`src/rtl/ds3_b3zs_pkg.sv`:
```
package ds3_b3zs_pkg;

    // Length of one zero-substitution code on the line.
    localparam int SUB_LEN = 3;

    // Class of a line symbol, remembered for substitution detection.
    typedef enum logic [1:0] {
        SYM_ZERO  = 2'd0,
        SYM_MARK  = 2'd1,
        SYM_OTHER = 2'd2
    } sym_t;

    // Per-symbol decode result handed from the classifier to the rest.
    typedef struct packed {
        logic bit_val;
        logic mark;
        logic lcv;
        logic sub;
    } dec_t;

    // A violation ends a legal code when the two symbols before it
    // were zero-zero or normal-mark-then-zero.
    function automatic logic sub_window_ok(sym_t h1, sym_t h2);
        return (h1 == SYM_ZERO) && ((h2 == SYM_ZERO) || (h2 == SYM_MARK));
    endfunction

endpackage

```
`src/rtl/b3zs_symbol_classifier.sv`:
```
module b3zs_symbol_classifier
    import ds3_b3zs_pkg::*;
(
    input  logic clk,
    input  logic rst,
    input  logic pos_i,
    input  logic neg_i,
    input  logic b3zs_en_i,
    output dec_t dec_o
);

    logic seen_q;
    logic last_pos_q;
    sym_t h1_q;
    sym_t h2_q;

    logic single;
    logic mark;
    logic viol;
    logic sub;
    sym_t cls;

    always_comb begin
        single = pos_i ^ neg_i;
        mark   = pos_i | neg_i;
        viol   = single && seen_q && (pos_i == last_pos_q);
        sub    = b3zs_en_i && viol && sub_window_ok(h1_q, h2_q);

        dec_o.bit_val = mark && !sub;
        dec_o.mark    = mark;
        dec_o.lcv     = (pos_i && neg_i) || (viol && !sub);
        dec_o.sub     = sub;

        if (!mark)
            cls = SYM_ZERO;
        else if (single && !viol)
            cls = SYM_MARK;
        else
            cls = SYM_OTHER;
    end

    always_ff @(posedge clk) begin
        if (rst) begin
            seen_q     <= 1'b0;
            last_pos_q <= 1'b0;
            h1_q       <= SYM_OTHER;
            h2_q       <= SYM_OTHER;
        end else begin
            h2_q <= h1_q;
            h1_q <= cls;
            if (single) begin
                seen_q     <= 1'b1;
                last_pos_q <= pos_i;
            end
        end
    end

endmodule

```
`src/rtl/b3zs_data_pipe.sv`:
```
module b3zs_data_pipe #(
    parameter int LEN = 3
) (
    input  logic clk,
    input  logic rst,
    input  logic bit_i,
    input  logic sub_i,
    output logic data_o
);

    logic [LEN-1:0] stage_q;

    always_ff @(posedge clk) begin
        if (rst)
            stage_q <= '0;
        else if (sub_i)
            stage_q <= '0;
        else
            stage_q <= {stage_q[LEN-2:0], bit_i};
    end

    assign data_o = stage_q[LEN-1];

endmodule

```
`src/rtl/b3zs_run_monitor.sv`:
```
module b3zs_run_monitor #(
    parameter int EXZ_B3ZS    = 3,
    parameter int EXZ_AMI     = 16,
    parameter int LOS_DECLARE = 180,
    parameter int LOS_CLEAR   = 60
) (
    input  logic clk,
    input  logic rst,
    input  logic mark_i,
    input  logic ami_mode_i,
    input  logic los_disable_i,
    output logic exz_o,
    output logic los_o
);

    localparam int ZMAX = (LOS_DECLARE > EXZ_AMI) ? LOS_DECLARE : EXZ_AMI;
    localparam int ZW   = $clog2(ZMAX + 1);
    localparam int MW   = $clog2(LOS_CLEAR + 1);

    logic [ZW-1:0] zrun_q, zrun_nxt;
    logic [MW-1:0] mrun_q, mrun_nxt;
    logic [ZW-1:0] exz_lim;
    logic          exz_q;
    logic          los_q;

    always_comb begin
        zrun_nxt = (zrun_q == ZW'(ZMAX)) ? zrun_q : zrun_q + 1'b1;
        mrun_nxt = (mrun_q == MW'(LOS_CLEAR)) ? mrun_q : mrun_q + 1'b1;
        exz_lim  = ami_mode_i ? ZW'(EXZ_AMI) : ZW'(EXZ_B3ZS);
    end

    always_ff @(posedge clk) begin
        if (rst) begin
            zrun_q <= '0;
            mrun_q <= '0;
            exz_q  <= 1'b0;
            los_q  <= 1'b0;
        end else begin
            if (mark_i) begin
                zrun_q <= '0;
                mrun_q <= mrun_nxt;
                exz_q  <= 1'b0;
            end else begin
                zrun_q <= zrun_nxt;
                mrun_q <= '0;
                exz_q  <= (zrun_nxt >= exz_lim);
            end

            if (los_disable_i)
                los_q <= 1'b0;
            else if (!mark_i && (zrun_nxt >= ZW'(LOS_DECLARE)))
                los_q <= 1'b1;
            else if (mark_i && (mrun_nxt >= MW'(LOS_CLEAR)))
                los_q <= 1'b0;
        end
    end

    assign exz_o = exz_q;
    assign los_o = los_q;

    // a mark never raises the loss-of-signal level
    assert_mark_no_los_rise_R10: assert property (@(posedge clk) disable iff (rst)
        mark_i |=> !$rose(los_q));

    // a zero never clears a set loss-of-signal level
    assert_zero_keeps_los_R11: assert property (@(posedge clk) disable iff (rst)
        (!mark_i && !los_disable_i && los_q) |=> los_q);

endmodule

```
`src/rtl/ds3_line_decoder.sv`:
```
module ds3_line_decoder
    import ds3_b3zs_pkg::*;
#(
    parameter int EXZ_B3ZS    = 3,
    parameter int EXZ_AMI     = 16,
    parameter int LOS_DECLARE = 180,
    parameter int LOS_CLEAR   = 60
) (
    input  logic clk,
    input  logic rst,
    input  logic pos_i,
    input  logic neg_i,
    input  logic ami_mode_i,
    input  logic los_disable_i,
    output logic data_o,
    output logic lcv_o,
    output logic exz_o,
    output logic los_o
);

    dec_t dec;
    logic lcv_q;

    b3zs_symbol_classifier u_class (
        .clk       (clk),
        .rst       (rst),
        .pos_i     (pos_i),
        .neg_i     (neg_i),
        .b3zs_en_i (!ami_mode_i),
        .dec_o     (dec)
    );

    b3zs_data_pipe #(.LEN(SUB_LEN)) u_pipe (
        .clk    (clk),
        .rst    (rst),
        .bit_i  (dec.bit_val),
        .sub_i  (dec.sub),
        .data_o (data_o)
    );

    b3zs_run_monitor #(
        .EXZ_B3ZS    (EXZ_B3ZS),
        .EXZ_AMI     (EXZ_AMI),
        .LOS_DECLARE (LOS_DECLARE),
        .LOS_CLEAR   (LOS_CLEAR)
    ) u_mon (
        .clk           (clk),
        .rst           (rst),
        .mark_i        (dec.mark),
        .ami_mode_i    (ami_mode_i),
        .los_disable_i (los_disable_i),
        .exz_o         (exz_o),
        .los_o         (los_o)
    );

    always_ff @(posedge clk) begin
        if (rst)
            lcv_q <= 1'b0;
        else
            lcv_q <= dec.lcv;
    end

    assign lcv_o = lcv_q;

    // both rails at once is always a violation
    assert_both_rails_lcv_R7: assert property (@(posedge clk) disable iff (rst)
        (pos_i && neg_i) |=> lcv_o);

    // a zero symbol never raises a violation
    assert_zero_no_lcv_R6: assert property (@(posedge clk) disable iff (rst)
        !(pos_i || neg_i) |=> !lcv_o);

    // a mark never raises the excessive-zero strobe
    assert_mark_no_exz_R8: assert property (@(posedge clk) disable iff (rst)
        (pos_i || neg_i) |=> !exz_o);

    // a zero on the line leaves the pipeline as a zero
    assert_zero_decodes_zero_R2: assert property (@(posedge clk) disable iff (rst)
        !(pos_i || neg_i) |=> ##2 !data_o);

    // disabling the monitor drops the level
    assert_los_disabled_R12: assert property (@(posedge clk) disable iff (rst)
        los_disable_i |=> !los_o);

endmodule

```
`config.mk`:
```
export PLATFORM = sky130hd
export DESIGN_NAME = ds3_line_decoder
export DESIGN_NICKNAME = d
export VERILOG_FILES = /design/src/rtl/ds3_b3zs_pkg.sv /design/src/rtl/b3zs_symbol_classifier.sv /design/src/rtl/b3zs_data_pipe.sv /design/src/rtl/b3zs_run_monitor.sv /design/src/rtl/ds3_line_decoder.sv
export SDC_FILE = /design/constraint.sdc
export NUM_CORES = 1
export LEC_CHECK = 0
export ABC_AREA = 1
export BUFFER_PORTS_ARGS = -buffer_cell sky130_fd_sc_hd__buf_2
export CAP_MARGIN = 5
export CORE_ASPECT_RATIO = 0.7
export CORE_MARGIN = 5
export CORE_UTILIZATION = 50
export CTS_BUF_LIST = sky130_fd_sc_hd__clkbuf_4 sky130_fd_sc_hd__clkbuf_8 sky130_fd_sc_hd__clkbuf_16
export DETAILED_ROUTE_END_ITERATION = 8
export PLACE_DENSITY = 0.74
export SLEW_MARGIN = 20
export SYNTH_ARGS = -nofsm -noshare
export SYNTH_HDL_FRONTEND = slang
export SYNTH_SLANG_ARGS = --single-unit
```
`constraint.sdc`:
```
create_clock -name clk -period 2.9 [get_ports clk]
set_input_delay 0.29 -clock clk [delete_from_list [all_inputs] [get_ports clk]]
set_output_delay 0.29 -clock clk [all_outputs]
set_load 0.05 [all_outputs]
```
==> run_results.csv <==
group,metric,value,unit
synthesis,synth.top_cell.area_share,0.402,
die,start_util,0.514,
layout,area_delta_synth_final,8.84,%
layout,final_cell_mix,"36 x nand2_1, 25 x dfxtp_1, 24 x nor2_1",
timing,final_max_slew_viol_count,0,
layout,num_antenna_cells,0,
pwr,ir_drop,0.321,mV
drt,via_count,1002,
worst_hold_path,min_from,"los_disable_i",
worst_setup_path,start_kind,"flop",
die,die_x,69.6,µm
timing,grt_setup_unrepaired,"no",
placed_design,gp_congestion,0.743,
pwr,clkPwrFrac,0.267,
worst_setup_path,crit_arrival,2200,ps
worst_setup_path,crit_slowest_cell,"dfxtp_1",
worst_setup_path,end_kind,"flop",
grt,overflow,0,
timing,fin_skew,14.6,ps
grt,grt_pass1_wl,4100,µm
clock_network,clkSlewWorstSetupHoldPaths,140,ps
drt,vias_per_cell,4.75,
pwr,leakagePower,0.000576,µW
layout,layout_commonest_cell,"nand2_1",
worst_setup_path,cp-startpoint,"u_mon.zrun_q[0]",
placed_design,hpwl,1820,µm
worst_setup_path,crit_type,"flop to flop",
timing,tns,0,ps
drt,routed_wl,2280,µm
clock_network,cts_resized,0,
drt,firstDrtPassIters,4,
timing,slew-limit-headroom,0.790,
pwr,power.switching,144,µW
die,core,2420,µm²
layout,fin_util,0.560,
placed_design,io_buffers,9,
worst_setup_path,crit_chain,"inv_1, ha_1, nand2_1, nor2_1, nand2_1, xor2_1, ha_1, o21ai_0, nand2_1, o21ai_0, a21oi_1",
worst_setup_path,crit_family,"adder cells",
placed_design,dpl_worst_slack,917,ps
clock_network,clk_latency,320,ps
clock_network,cts_tree,"yes",
timing,fmax,503,MHz
worst_setup_path,crit_buf_inv,1,
synthesis,synth_nets,180,
pwr,power_frac_comb,0.094,
timing,worst_pin_slew,314,ps
flow_run,cap_violations,0,
clock_network,post-cts-setup-buffer-count,0,
synthesis,synth.largest_area_cell,"dfxtp_1",
clock_network,htreeDepth,1,
layout,multi_input_area,646,µm²
grt,grt_usage,0.143,
synthesis,synth.distinct_cells,30,
clock_network,clockRootBuffer,"clkbuf_4",
grt,grt_antenna_before_repair,0,
layout,fin_nets,193,
synthesis,syn_inst,165,
drt,drc,0,
layout,final.fill_count,237,
die,die_area,3600,µm²
drt,antenna_left,0,
grt,grt_pass1_vias,926,
pwr,powerDensity,422,nW/µm²
pwr,p_seq_frac,0.639,
timing,period_minus_slack,1990,ps
grt,grt_max_degree,15,
timing,finalSetupViolCount,0,
timing,finalCritPeriodShare,0.686,
worst_hold_path,hold_path_class,"input pin to flop",
drt,drt_iter0_markers,45,
die,num_rows,15,
worst_setup_path,crit_path_frequent_cell,"nand2_1",
clock_network,cts.sink_count,25,
synthesis,mappedNetlistArea,1240,µm²
clock_network,numCtsBuffers,3,
run_status,status,"finished clean",
synthesis,ys_seq_area_frac,0.402,
timing,finalHoldViolations,0,
worst_setup_path,cp_max_fo,4,
synthesis,synth-seq-cells,25,
synthesis,synth.avg_cell_area,7.55,µm²
clock_network,postCtsHoldBufs,0,
die,floorplan.die.height,51.8,µm
layout,drive_gt1_frac,0.175,
die,boundaryPins,10,
clock_network,cts_buffer_depth,2,
worst_setup_path,cp.required,3110,ps
timing,setup_slack,911,ps
pwr,sw_frac_of_total,0.252,
worst_setup_path,max_stage_delay,410,ps
drt,wire_per_inst,10.8,µm
layout,seq_area,500,µm²
synthesis,yosys_warnings,0,
synthesis,synthTopCellsByArea,"dfxtp_1 40%, nand2_1 11%, ha_1 9.0%",
pwr,p_int,427,µW
worst_setup_path,r2r-start,"u_mon.zrun_q[0]",
[metal layers]
| layer | share of wire | wire (µm) | global-route usage |
|---|---|---|---|
| met1 | 0.49 | 1130 | 0.178 |
| met3 | 0.040 | 91 | 0.0444 |
| met2 | 0.46 | 1050 | 0.247 |
| met5 | 0 | 0 | 0 |
| met4 | 0.0074 | 17 | 0.0287 |
[area by class of cell]
cell class / instances / area share
multi-input cells: 114 / 0.476
flip-flops and latches: 25 / 0.369
inverters: 25 / 0.0693
repair buffers: 9 / 0.0332
well taps: 34 / 0.0314
clock buffers: 3 / 0.0166
clock inverters: 1 / 0.00369
[registers in the layout, summed over array words and instances, names as in the netlist]
signal and cells:
lcv_o 1, u_class.h1_q 2, u_class.h2_q 1, u_class.last_pos_q 1, u_class.seen_q 1, u_mon.exz_o 1
u_mon.los_o 1, u_mon.mrun_q 6, u_mon.zrun_q 8, u_pipe.stage_q 3
[power by group through the flow]
stage	combinational [µW]	sequential, µW	clock [µW]
final	53.7	365	152
after global routing	60.6	367	175
after CTS	53.9	365	158
after detailed placement	53.6	373	0
after global placement	50.6	371	0
after floorplan	32.7	376	0
[synthesized netlist by cell type (all sizes together)]
master and count:
nand2 38, nor2 26, dfxtp 25, inv 24, a21oi 11, ha 9
nand3 9, o21ai 5, nand4 3, or2 3, nand3b 2, xor2 2
a31oi 1, and3 1, buf 1, clkinv 1, nor3 1, nor4 1
o21a 1, xnor2 1
[through the flow]
step	cells	power, µW	cell area (µm²)	hold WS (ps)
6_report	211	571	1360	181
5_1_grt	211	603	1360	180
4_1_cts	211	577	1360	177
3_5_place_dp	207	426	1330	401
3_3_place_gp	207	422	1330	402
2_1_floorplan	165	408	1240	362
[logic make-up (layout without fill, tap and decap cells)]
logic type	count (synthesis)	in the layout	synth area share
AO/OA/AOI/OAI	18	18	0.0814
adder cells (fa/ha/maj)	9	9	0.0905
XOR/XNOR	3	3	0.0271
flip-flops	25	25	0.402
AND/OR/NAND/NOR	84	84	0.320
buffers and inverters	26	38	0.0794
[worst reg2reg max path, delay by kind of cell, from the launching register on]
kind            cells  cell delay [ps]
fa+ha+maj           2              470
compound gates      3              430
flops               1              410
simple gates        4              280
xor+xnor            1              210
buf+inv             1              100
[final timing paths]
path	to	slack, ps	cells after the start
worst min register to register	u_pipe.stage_q[2]	420	2
worst max register to register	u_mon.exz_o	910	11
worst max-delay path	u_mon.exz_o	910	11
worst min-delay path	u_mon.los_o	180	3
No activity file was read; power rests on OpenSTA's default activity.
